===== config.mk =====
export PLATFORM = sky130hd
export DESIGN_NAME = preg_bank
export DESIGN_NICKNAME = d
export VERILOG_FILES = /design/src/rtl/preg_pkg.sv /design/src/rtl/preg_store.sv /design/src/rtl/preg_rdmux.sv /design/src/rtl/preg_xlat.sv /design/src/rtl/preg_bank.sv
export SDC_FILE = /design/constraint.sdc
export NUM_CORES = 2
export LEC_CHECK = 0
export BUFFER_PORTS_ARGS = -buffer_cell sky130_fd_sc_hd__buf_2
export CAP_MARGIN = 20
export CORE_ASPECT_RATIO = 1.75
export CORE_UTILIZATION = 40
export CTS_BUF_LIST = sky130_fd_sc_hd__clkbuf_4
export DETAILED_ROUTE_END_ITERATION = 12
export MAX_ROUTING_LAYER = met4
export SLEW_MARGIN = 30
export SYNTH_ARGS = -nofsm -noshare
export SYNTH_HDL_FRONTEND = slang
export SYNTH_SLANG_ARGS = --single-unit

===== constraint.sdc =====
create_clock -name clk -period 2.6 [get_ports clk]
set_input_delay 0.65 -clock clk [delete_from_list [all_inputs] [get_ports clk]]
set_output_delay 0.65 -clock clk [all_outputs]
set_load 0.02 [all_outputs]

===== src/rtl/preg_pkg.sv =====
package preg_pkg;
  localparam int unsigned DW        = 64;
  localparam int unsigned ASN_W     = 7;
  localparam int unsigned PPN_W     = 27;
  localparam int unsigned EN_W      = 4;
  localparam int unsigned GH_W      = 2;
  localparam int unsigned CYC_LO_W  = 32;
  localparam int unsigned ENT_W     = ASN_W + PPN_W + 2 * EN_W + 3;

  // entry field positions inside a staged page-table word
  localparam int unsigned PPN_LSB   = 32;
  localparam int unsigned RDEN_LSB  = 8;
  localparam int unsigned WREN_LSB  = 12;
  localparam int unsigned FOR_BIT   = 1;
  localparam int unsigned FOW_BIT   = 2;
  localparam int unsigned ANY_BIT   = 4;
  localparam int unsigned GH_LSB    = 5;
  localparam int unsigned DASN_LSB  = 57;
  localparam int unsigned IASN_LSB  = 4;

  localparam logic [DW-1:0] PTE_FIELDS =
      ((((DW)'(1) << PPN_W) - 1) << PPN_LSB)
    | ((((DW)'(1) << EN_W) - 1) << RDEN_LSB)
    | ((((DW)'(1) << EN_W) - 1) << WREN_LSB)
    | ((DW)'(1) << FOR_BIT) | ((DW)'(1) << FOW_BIT) | ((DW)'(1) << ANY_BIT);
  localparam logic [DW-1:0] DASN_MASK = ((((DW)'(1) << ASN_W) - 1) << DASN_LSB);
  localparam logic [DW-1:0] IASN_MASK = ((((DW)'(1) << ASN_W) - 1) << IASN_LSB);

  // index map
  localparam int unsigned IX_SCR0 = 0,  IX_SCR1 = 1,  IX_TREQ = 2,  IX_TEN  = 3;
  localparam int unsigned IX_PRI  = 4,  IX_IMOD = 5,  IX_DMOD = 6,  IX_SWI  = 7;
  localparam int unsigned IX_EPC  = 8,  IX_ESUM = 9,  IX_EMSK = 10, IX_CYC  = 11;
  localparam int unsigned IX_CORE = 12, IX_DASN = 13, IX_IASN = 14, IX_DPTE = 15;
  localparam int unsigned IX_DTAG = 16, IX_ITAG = 17, IX_IPTE = 18, IX_DALL = 19;
  localparam int unsigned IX_DPRC = 20, IX_DONE = 21, IX_IALL = 22, IX_IPRC = 23;
  localparam int unsigned IX_IONE = 24;
  localparam int unsigned NREG    = 25;

  typedef enum logic [3:0] {
    ACT_NONE, ACT_D_ALL, ACT_D_PROC, ACT_D_ONE, ACT_D_FILL,
    ACT_I_ALL, ACT_I_PROC, ACT_I_ONE, ACT_I_FILL
  } act_e;

  typedef enum logic [1:0] {RD_PLAIN, RD_CYC, RD_DPTE, RD_CONST} rdk_e;

  typedef struct packed {
    logic          rd_ok;
    logic          wr_ok;
    logic [DW-1:0] wmask;
    act_e          act;
    rdk_e          rdk;
  } attr_t;

  function automatic attr_t lookup(input int unsigned ix);
    attr_t a;
    a.rd_ok = 1'b1;
    a.wr_ok = 1'b1;
    a.wmask = '1;
    a.act   = ACT_NONE;
    a.rdk   = RD_PLAIN;
    case (ix)
      IX_SCR0, IX_SCR1, IX_ITAG: ;
      IX_TREQ, IX_TEN:  a.wmask = 64'hF;
      IX_PRI:           a.wmask = 64'h1F;
      IX_IMOD, IX_DMOD: a.wmask = 64'h18;
      IX_SWI:           a.wmask = 64'h7FFF0;
      IX_EPC:           a.wmask = ~64'h2;
      IX_ESUM, IX_EMSK: a.wmask = '0;
      IX_CYC:           a.rdk   = RD_CYC;
      IX_CORE: begin a.wr_ok = 1'b0; a.rdk = RD_CONST; end
      IX_DASN:          a.wmask = DASN_MASK;
      IX_IASN:          a.wmask = IASN_MASK;
      IX_DPTE:          a.rdk   = RD_DPTE;
      IX_DTAG: begin a.rd_ok = 1'b0; a.act = ACT_D_FILL; end
      IX_IPTE: begin a.rd_ok = 1'b0; a.act = ACT_I_FILL; end
      IX_DALL: begin a.rd_ok = 1'b0; a.wmask = '0; a.act = ACT_D_ALL;  end
      IX_DPRC: begin a.rd_ok = 1'b0; a.wmask = '0; a.act = ACT_D_PROC; end
      IX_DONE: begin a.rd_ok = 1'b0; a.act = ACT_D_ONE; end
      IX_IALL: begin a.rd_ok = 1'b0; a.wmask = '0; a.act = ACT_I_ALL;  end
      IX_IPRC: begin a.rd_ok = 1'b0; a.wmask = '0; a.act = ACT_I_PROC; end
      IX_IONE: begin a.rd_ok = 1'b0; a.act = ACT_I_ONE; end
      default: begin a.rd_ok = 1'b0; a.wr_ok = 1'b0; a.wmask = '0; end
    endcase
    return a;
  endfunction

  function automatic logic [ENT_W-1:0] pack_ent(input logic [ASN_W-1:0] asn,
                                                input logic [DW-1:0] pte,
                                                input logic kill_wr);
    logic [EN_W-1:0] wen;
    wen = kill_wr ? '0 : pte[WREN_LSB +: EN_W];
    return {asn, pte[PPN_LSB +: PPN_W], pte[RDEN_LSB +: EN_W], wen,
            pte[ANY_BIT], pte[FOW_BIT], pte[FOR_BIT]};
  endfunction
endpackage


===== src/rtl/preg_store.sv =====
module preg_store
  import preg_pkg::*;
#(
  parameter int unsigned IW = 6,
  parameter int unsigned N  = NREG
) (
  input  logic          clk,
  input  logic          rst_n,
  input  logic          we,
  input  logic [IW-1:0] widx,
  input  logic [DW-1:0] wval,
  output logic [DW-1:0] q [N]
);
  for (genvar g = 0; g < N; g++) begin : g_reg
    always_ff @(posedge clk or negedge rst_n) begin
      if (!rst_n)                          q[g] <= '0;
      else if (we && widx == IW'(g))       q[g] <= wval;
    end
  end
endmodule


===== src/rtl/preg_rdmux.sv =====
module preg_rdmux
  import preg_pkg::*;
#(
  parameter int unsigned   IW = 6,
  parameter int unsigned   N  = NREG,
  parameter logic [DW-1:0] ID = '0
) (
  input  logic [IW-1:0]       idx,
  input  logic [DW-1:0]       q [N],
  input  logic [CYC_LO_W-1:0] cnt,
  output logic [DW-1:0]       data,
  output logic                fault
);
  attr_t         a;
  logic [DW-1:0] sel;

  always_comb begin
    sel = '0;
    for (int i = 0; i < N; i++)
      if (idx == IW'(i)) sel = q[i];
  end

  always_comb begin
    a     = lookup(32'(idx));
    fault = !a.rd_ok;
    data  = '0;
    if (a.rd_ok) begin
      unique case (a.rdk)
        RD_PLAIN: data = sel;
        RD_CYC:   data = {q[IX_CYC][DW-1:CYC_LO_W], cnt};
        RD_DPTE:  data = (q[IX_DPTE] & PTE_FIELDS) | (q[IX_DASN] & DASN_MASK);
        RD_CONST: data = ID;
        default:  data = '0;
      endcase
    end
  end
endmodule


===== src/rtl/preg_xlat.sv =====
module preg_xlat
  import preg_pkg::*;
(
  input  logic             clk,
  input  logic             rst_n,
  input  logic             go,
  input  act_e             act,
  input  logic [DW-1:0]    wdata,
  input  logic [DW-1:0]    dpte,
  input  logic [DW-1:0]    dasn_r,
  input  logic [DW-1:0]    iasn_r,
  input  logic [DW-1:0]    itag,
  output logic             block,
  output logic             fill_err,
  output logic             d_inv_all,
  output logic             d_inv_proc,
  output logic             d_inv_one,
  output logic [DW-1:0]    d_inv_addr,
  output logic [ASN_W-1:0] d_inv_asn,
  output logic             d_fill_vld,
  output logic [DW-1:0]    d_fill_tag,
  output logic [ENT_W-1:0] d_fill_ent,
  output logic             i_inv_all,
  output logic             i_inv_proc,
  output logic             i_inv_one,
  output logic [DW-1:0]    i_inv_addr,
  output logic [ASN_W-1:0] i_inv_asn,
  output logic             i_fill_vld,
  output logic [DW-1:0]    i_fill_tag,
  output logic [ENT_W-1:0] i_fill_ent
);
  logic [ASN_W-1:0] asn_d, asn_i;
  logic             gh_d, gh_i;

  assign asn_d = dasn_r[DASN_LSB +: ASN_W];
  assign asn_i = iasn_r[IASN_LSB +: ASN_W];
  assign gh_d  = |dpte[GH_LSB +: GH_W];
  assign gh_i  = |wdata[GH_LSB +: GH_W];
  assign block = go && ((act == ACT_D_FILL && gh_d) || (act == ACT_I_FILL && gh_i));

  always_ff @(posedge clk or negedge rst_n) begin
    if (!rst_n) begin
      fill_err   <= 1'b0;
      d_inv_all  <= 1'b0; d_inv_proc <= 1'b0; d_inv_one <= 1'b0;
      d_inv_addr <= '0;   d_inv_asn  <= '0;
      d_fill_vld <= 1'b0; d_fill_tag <= '0;   d_fill_ent <= '0;
      i_inv_all  <= 1'b0; i_inv_proc <= 1'b0; i_inv_one <= 1'b0;
      i_inv_addr <= '0;   i_inv_asn  <= '0;
      i_fill_vld <= 1'b0; i_fill_tag <= '0;   i_fill_ent <= '0;
    end else begin
      fill_err   <= block;
      d_inv_all  <= 1'b0; d_inv_proc <= 1'b0; d_inv_one <= 1'b0; d_fill_vld <= 1'b0;
      i_inv_all  <= 1'b0; i_inv_proc <= 1'b0; i_inv_one <= 1'b0; i_fill_vld <= 1'b0;
      if (go && !block) begin
        case (act)
          ACT_D_ALL:  d_inv_all  <= 1'b1;
          ACT_D_PROC: d_inv_proc <= 1'b1;
          ACT_D_ONE: begin
            d_inv_one  <= 1'b1;
            d_inv_addr <= wdata;
            d_inv_asn  <= asn_d;
          end
          ACT_D_FILL: begin
            d_fill_vld <= 1'b1;
            d_fill_tag <= wdata;
            d_fill_ent <= pack_ent(asn_d, dpte, 1'b0);
          end
          ACT_I_ALL:  i_inv_all  <= 1'b1;
          ACT_I_PROC: i_inv_proc <= 1'b1;
          ACT_I_ONE: begin
            i_inv_one  <= 1'b1;
            i_inv_addr <= wdata;
            i_inv_asn  <= asn_i;
          end
          ACT_I_FILL: begin
            i_fill_vld <= 1'b1;
            i_fill_tag <= itag;
            i_fill_ent <= pack_ent(asn_i, wdata, 1'b1);
          end
          default: ;
        endcase
      end
    end
  end
endmodule


===== src/rtl/preg_bank.sv =====
module preg_bank
  import preg_pkg::*;
#(
  parameter int unsigned   IDX_W   = 6,
  parameter logic [63:0]   CORE_ID = 64'h0000_0001_C0DE_0042
) (
  input  logic               clk,
  input  logic               rst_n,
  input  logic               rd_vld,
  input  logic [IDX_W-1:0]   rd_idx,
  output logic               rsp_vld,
  output logic [63:0]        rsp_data,
  output logic               rsp_fault,
  input  logic               wr_vld,
  input  logic [IDX_W-1:0]   wr_idx,
  input  logic [63:0]        wr_data,
  output logic               wr_fault,
  output logic               fill_err,
  output logic               d_inv_all,
  output logic               d_inv_proc,
  output logic               d_inv_one,
  output logic [63:0]        d_inv_addr,
  output logic [6:0]         d_inv_asn,
  output logic               d_fill_vld,
  output logic [63:0]        d_fill_tag,
  output logic [44:0]        d_fill_ent,
  output logic               i_inv_all,
  output logic               i_inv_proc,
  output logic               i_inv_one,
  output logic [63:0]        i_inv_addr,
  output logic [6:0]         i_inv_asn,
  output logic               i_fill_vld,
  output logic [63:0]        i_fill_tag,
  output logic [44:0]        i_fill_ent
);
  logic [DW-1:0]       q [NREG];
  logic [CYC_LO_W-1:0] cyc_cnt;
  attr_t               wa;
  logic                wgo, blk, we;
  logic [DW-1:0]       wval;
  logic [DW-1:0]       rdata;
  logic                rfault;

  assign wa   = lookup(32'(wr_idx));
  assign wgo  = wr_vld && wa.wr_ok;
  assign we   = wgo && !blk;
  assign wval = wr_data & wa.wmask;

  always_ff @(posedge clk or negedge rst_n) begin
    if (!rst_n) cyc_cnt <= '0;
    else        cyc_cnt <= cyc_cnt + 1'b1;
  end

  preg_store #(.IW(IDX_W), .N(NREG)) u_store (
    .clk  (clk),
    .rst_n(rst_n),
    .we   (we),
    .widx (wr_idx),
    .wval (wval),
    .q    (q)
  );

  preg_rdmux #(.IW(IDX_W), .N(NREG), .ID(CORE_ID)) u_rdmux (
    .idx  (rd_idx),
    .q    (q),
    .cnt  (cyc_cnt),
    .data (rdata),
    .fault(rfault)
  );

  always_ff @(posedge clk or negedge rst_n) begin
    if (!rst_n) begin
      rsp_vld   <= 1'b0;
      rsp_data  <= '0;
      rsp_fault <= 1'b0;
      wr_fault  <= 1'b0;
    end else begin
      rsp_vld   <= rd_vld;
      rsp_data  <= rd_vld ? rdata : '0;
      rsp_fault <= rd_vld && rfault;
      wr_fault  <= wr_vld && !wa.wr_ok;
    end
  end

  preg_xlat u_xlat (
    .clk       (clk),
    .rst_n     (rst_n),
    .go        (wgo),
    .act       (wa.act),
    .wdata     (wr_data),
    .dpte      (q[IX_DPTE]),
    .dasn_r    (q[IX_DASN]),
    .iasn_r    (q[IX_IASN]),
    .itag      (q[IX_ITAG]),
    .block     (blk),
    .fill_err  (fill_err),
    .d_inv_all (d_inv_all),
    .d_inv_proc(d_inv_proc),
    .d_inv_one (d_inv_one),
    .d_inv_addr(d_inv_addr),
    .d_inv_asn (d_inv_asn),
    .d_fill_vld(d_fill_vld),
    .d_fill_tag(d_fill_tag),
    .d_fill_ent(d_fill_ent),
    .i_inv_all (i_inv_all),
    .i_inv_proc(i_inv_proc),
    .i_inv_one (i_inv_one),
    .i_inv_addr(i_inv_addr),
    .i_inv_asn (i_inv_asn),
    .i_fill_vld(i_fill_vld),
    .i_fill_tag(i_fill_tag),
    .i_fill_ent(i_fill_ent)
  );
endmodule


# After elaboration in Yosys (flattened, before gate mapping)
# Cells that the tools add are included.
dict set report totals {
  reg_bits 2064
  word_cells 208
}
dict set report classes {
  addsub 1
  n_eq_ne 59
  n_mux 49
  bitwise 2
  n_reduce_logical 50
}
# cell count
set ops {}
lappend ops {{2-to-1 mux 64 bit} 27}
lappend ops {{case mux 64 bit (8 select lines)} 1}
lappend ops {{case mux 64 bit (4 select lines)} 1}
lappend ops {{equality test 6 x 5 -> 1 bit (second input constant)} 18}
lappend ops {{equality test 6 x 4 -> 1 bit (second input constant)} 16}
lappend ops {{bitwise AND 64 bit} 1}
lappend ops {{OR 59 x 64 -> 64 bit} 1}
lappend ops {{equality test 6 x 3 -> 1 bit (second input constant)} 8}
lappend ops {{adder 32 x 1 -> 32 bit (second input constant)} 1}
lappend ops {{logical AND 1 bit} 32}
lappend ops {{case mux 4 bit (8 select lines)} 1}
lappend ops {{equality test 6 x 2 -> 1 bit (second input constant)} 4}
lappend ops {{OR reduction 24 bit} 1}
lappend ops {{2-to-1 mux 1 bit} 18}
lappend ops {{OR reduction 17 bit} 1}
lappend ops {{equality test 4 x 3 -> 1 bit (second input constant)} 4}
lappend ops {{equality test 6 x 1 -> 1 bit (second input constant)} 2}
lappend ops {{zero test 6 bit} 2}
lappend ops {{OR reduction 10 bit} 1}
lappend ops {{equality test 4 x 2 -> 1 bit (second input constant)} 2}
lappend ops {{AND reduction 2 bit} 4}
lappend ops {{OR reduction 2 bit} 4}
lappend ops {{case mux 2 bit (3 select lines)} 1}
lappend ops {{equality test 2 bit (second input constant)} 2}
lappend ops {{other kinds (6)} 8}

# Longest topological paths before layout
dict set report depth {
  ltp_word 29
  mapped_depth 12
}

# Hierarchy
# A second synthesis with hierarchy kept.
dict set report hier_totals {
  cells_unflattened 6920
  area_unflattened_um2 93110.6
}
# mod instances cells_each area_each_um2 seq_area_each_um2
set modules_own_cells {}
lappend modules_own_cells {preg_store 1 3525 60287.8 40038.4}
lappend modules_own_cells {preg_rdmux 1 2190 14699.1 0.0}
lappend modules_own_cells {preg_xlat 1 785 13600.5 9133.8}
lappend modules_own_cells {preg_bank 1 420 4523.1 2477.4}

# Worst setup path after synthesis
# No wires, ideal clock.
dict set report synth_path {
  path_type {input port to flip-flop}
  startpoint {in rd_idx[0]}
  endpoint {reg rsp_data[55]}
  setup_time_ns 0.119
  t_arrival_ns 2.466
  t_required_ns 2.481
  setup_slack_ns 0.015
  cell_stages 9
  n_path_buf 5
  cell_sequence {buf_4 -> buf_4 -> buf_4 -> buf_4 -> buf_4 -> nor3_1 -> or4b_2 -> a21oi_1 -> nor2_1}
}
dict set report synth_via {
  elab_chain_len 29
}
# item line
set synth_rtl {}
lappend synth_rtl {{start, declared} preg_bank.sv:10} ;# input logic [IDX_W-1:0] rd_idx,
lappend synth_rtl {{zero test 6 bit} {preg_pkg.sv:61, preg_rdmux.sv:20}}
lappend synth_rtl {{2-to-1 mux 64 bit (25 in series)} preg_rdmux.sv:20} ;# if (idx == IW'(i)) sel = q[i];
lappend synth_rtl {{case mux 64 bit (4 select lines)} preg_rdmux.sv:28} ;# unique case (a.rdk)
lappend synth_rtl {{2-to-1 mux 64 bit *} preg_rdmux.sv:27} ;# if (a.rd_ok) begin
lappend synth_rtl {{2-to-1 mux 64 bit *} preg_bank.sv:79} ;# rsp_data <= rd_vld ? rdata : '0;
lappend synth_rtl {{end signal, assigned} preg_bank.sv:79}
lappend synth_rtl {{end, declared} preg_bank.sv:12} ;# output logic [63:0] rsp_data,
# Mark *: on every way between the ends. The rest lies on a longest branch, timed or not.
# A chain may end at the register's enable or synchronous reset.

# Worst setup path in the final report
dict set report layout_path {
  startpoint {reg rsp_data[57]}
  endpoint {out rsp_data[57]}
}
# No word-level cell between the ends.

==> results.md <==
| Step | Metric | This run |
|:---|:---|:---|
| drt | Iter 0 DRT Violations | 6513 |
| power and ir drop | Portion of total power attributed to combinational logic | 8.8% |
| worst setup path | Cell family contributing the most delay on the critical path | flip-flops |
| worst setup path | Cells along the critical path | buf_6 |
| drt | Via density | 5.71 |
| worst setup path | CP max-delay cell | sky130_fd_sc_hd__dfrtp_2 |
| clock tree | TritonCTS clock tree | done |
| status | Result of the run | complete, but fails checks |
| global route | Total global routing track utilization | 35.4% |
| power and ir drop | Sequential share of power | 51.1% |
| clock tree | Clk pin slew, worst setup/hold paths | 0.07 ns |
| worst hold path | Min-Delay Path Class | input port to flop |
| power and ir drop | Power per cell area | 612 nW/µm² |
| clock tree | Total CTS buffers | 451 |
| drt | ANT nets after route | 0 |
| synthesis | EDFF count, synth | 0 |
| timing | Final count of hold timing violations | 0 |
| die | IO Count | 516 |
| drt | Post-Route WL | 348 mm |
| clock tree | Buffer type at the clock tree root | sky130_fd_sc_hd__clkbuf_4 |
| global route | Largest net degree at the start of global routing | 105 |
| global route | Overall overflow remaining after global route | 0 |
| power and ir drop | Pint | 44.9 mW |
| global route | Number of antenna violations at the first check in global routing | 40 |
| worst setup path | Worst Setup Start Kind | flop |
| synthesis | Count of yosys warnings during synthesis | 0 |
| global route | Via count of the first global-routing pass | 68.1k |
| synthesis | Cell types with the largest area share after synthesis | sky130_fd_sc_hd__dfrtp_1 (61%), sky130_fd_sc_hd__nand2_1 (5.9%), sky130_fd_sc_hd__and2_1 (5.6%), sky130_fd_sc_hd__o21ai_0 (5.5%), sky130_fd_sc_hd__mux2_2 (3.6%) |
| clock tree | Maximum clock insertion buffer count | 4 |
| worst setup path | CP Max Fanout | 1 |
| timing | Setup tns final | -0.503 ns |
| final layout | Area grow syn2layout | 26.8% |
| final layout | Post-route cell area | 101000 µm² |
| drt | Count of unresolved DRC violations after routing | 0 |
| timing | Fin crit share | 102% |
| final layout | Share of post-route cells with drive strength above 1 | 29.8% |
| power and ir drop | NetSw | 17.2 mW |
| flow run | Count of maximum capacitance violations | 0 |
| power and ir drop | Share of total power in the clock network | 40.1% |
| global route | First-pass GRT wire length | 497 mm |
| worst setup path | Critical setup path kind | flop to output port |
| clock tree | Number of sinks on the clock net | 1940 |
| timing | Final setup violation count | 21 |
| status | Violated checks | setup timing |
| drt | DR vias | 67.0k |
| worst setup path | Arr. time, crit path | 2.00 ns |
| timing | Worst-Margin Slew | 1.06 ns |
| synthesis | Synth top area share | 60.7% |
| synthesis | Async set or reset register ratio after synthesis | 100% |
| power and ir drop | Total Power | 62.1 mW |
| timing | Max Slew Vio Count | 0 |
| synthesis | Cell variety after synth | 98 |
| synthesis | Sequential cell area fraction in the yosys report | 60.7% |
| synthesis | Number of flip-flops and latches in the synthesized netlist | 1940 |
| synthesis | Total standard cell area after synthesis | 79900 µm² |
| synthesis | Cell type with the highest aggregate area in the netlist | sky130_fd_sc_hd__dfrtp_1 |
| die | Total core area | 198000 µm² |
| synthesis | Gate count after technology mapping | 7305 |
| die | Die Footprint | 202000 µm² |
| die | Number of core rows | 216 |
| final layout | Final Core Density | 51.2% |
| worst setup path | Endpoint class of the critical path | output port |
| power and ir drop | Switching Share | 27.7% |
| place | Cell area after placement | 94100 µm² |
| clock tree | Max H-tree Level | 5 |
| place | Count of port buffers added during placement | 511 |
| synthesis | Average size of a mapped cell | 10.9 µm² |
| worst setup path | Critical path buffer and inverter count | 1 |
| clock tree | Clk_lat worst skew | 1.32 ns |
| final layout | Net count, final | 8831 |
| timing | Relative slew slack | 29.0% |
| drt | Post-DR wirelength/cell | 29.7 µm |
| worst setup path | Largest stage delay on the critical path | 0.50 ns |
| timing | Final Worst Setup Slack | -0.0480 ns |
| power and ir drop | Largest vdd supply drop | 0.000424 V |
| synthesis | Leading register cell type out of synthesis | sky130_fd_sc_hd__dfrtp_1 |
| timing | Minimum clock period after layout | 2.65 ns |
| timing | Setup skew after layout | 0.102 ns |
| place | Final Wtd Congestion | 1.03 |
| power and ir drop | P_leak | 50.2 nW |
| die | Die Ht | 593 µm |
| worst setup path | Data required time of the worst path | 1.95 ns |
| place | Post-detail-place hpwl | 254 mm |
| die | Horizontal extent of the die | 340 µm |
| timing | RSZ-0062 raised after global routing | yes |
| timing | Highest Clock Rate | 0.378 GHz |
| drt | First-pass iteration count of the detailed router | 7 |
| die | Initial cell density of the core | 40.3% |
| place | Setup Slack @ Placement | -0.669 ns |
worst min-delay path: cells and delay by family:
| kind | cells | cell delay, ns |
|---|---|---|
| AND/OR/NAND/NOR | 2 | 0.10 |
| buffers and inverters | 2 | 0.64 |
flip-flops by register name, indices dropped and copies added, names as in the netlist, 7 cells and up:
name	count
cyc_cnt	32
rsp_data	64
u_store.q	1476
u_xlat.d_fill_ent	45
u_xlat.d_fill_tag	64
u_xlat.d_inv_addr	64
u_xlat.d_inv_asn	7
u_xlat.i_fill_ent	41
u_xlat.i_fill_tag	64
u_xlat.i_inv_addr	64
u_xlat.i_inv_asn	7
metrics by stage:
stage | hold slack (ns) | cells
floorplan | 0.354 | 7308
global placement | 0.358 | 10800
detailed placement | 0.363 | 10800
CTS | 0.0395 | 11700
global route | 0.113 | 11700
finish | 0.130 | 11700
path summary, 6_finish.rpt:
path                           startpoint               endpoint  slack, ns  depth (start not counted)
max                          rsp_data[57]           rsp_data[57]      -0.05                          1
min                            wr_data[0]   u_xlat.i_inv_addr[0]       0.13                          4
max reg2reg                u_store.q[582]         u_store.q[110]      -0.05                          8
min reg2reg                u_store.q[798]         u_store.q[798]       0.37                          0
max in group asynchronous           rst_n        u_store.q[1121]       1.42                          3
min in group asynchronous           rst_n  u_xlat.d_fill_tag[12]       0.19                          3
per-layer routing:
layer	share of wire [%]	track usage (%)
met5	0	-
met4	5.9	19.3
met3	8.4	7.40
met1	40	45.2
met2	46	52.6
cells in the mapped netlist, drive strengths merged, types with 16 or more instances:
master and instances:
o21ai 875, o2bb2ai 25, buf 274, a221o 18, nor3 57, xnor2 18
mux4 76, o221ai 105, clkbuf 385, inv 42, a22oi 60, and3 25
mux2 265, nand2b 16, o22ai 77, o211ai 26, mux2i 73, nor2b 68
nor2 159, nand3 74, nand2 1251, dfrtp 1940, a221oi 98, nand4 21
a21o 28, a21oi 258, a31oi 33, a211oi 36, and2 722
cell usage in the layout (no fill, tap or decap), drive strengths merged, types with 16 or more instances in the layout:
cell / count
xnor2: 18
o2bb2ai: 25
clkbuf: 630
a21oi: 258
mux2: 265
buf: 1572
diode: 28
nor2b: 68
nand4: 21
a21o: 28
and2: 722
nand2b: 16
a31oi: 33
dlygate4sd3: 76
a221oi: 98
o211ai: 26
nor3: 57
o22ai: 77
o21ai: 875
and3: 25
nor2: 159
nand2: 1251
mux2i: 73
a221o: 18
inv: 48
nand3: 74
a22oi: 60
dfrtp: 1940
a211oi: 36
clkinv: 145
o221ai: 105
mux4: 76
power by group through the flow:
stage,combinational (mW),sequential (mW),clock (mW)
after global routing,5.80,31.8,26.7
after detailed placement,5.26,32.3,0
final,5.47,31.7,24.9
after global placement,5.20,32.2,0
after floorplan,1.70,32.3,0
after CTS,5.43,31.7,25.4
logic make-up (layout without fill, tap and decap cells):
kind of cell               count (synthesis)  count (layout)  synth area share (%)
other                                      1              32               0.00469
DFF                                     1940            1940                  60.7
adders and majority gates                  1               1                0.0157
AOI/OAI and AO/OA                       1766            1766                  13.5
xor gates and xnor gates                  31              31                 0.340
muxes                                    414             414                  6.79
buffers and inverters                    703            2481                  3.76
and+or+nand+nor                         2449            2449                  14.8
repair_timing:
action,in CTS,in global routing
resized for setup,269,2
endpoints found under the setup margin,379,27
setup buffers,4,0
hold buffers,77,0
endpoints found under the hold margin,2467,0
cell type report:
class | count | area (µm²)
Timing Repair Buffer | 1648 | 15000
Antenna cell | 28 | 70.1
Clock buffer | 630 | 4730
Sequential cell | 1940 | 48600
Inverter | 44 | 169
Fill cell | 17800 | 96700
Tap cell | 2616 | 3270
Clock inverter | 159 | 867
Multi-Input combinational cell | 4665 | 28700
No activity file was read; power rests on OpenSTA's default activity.
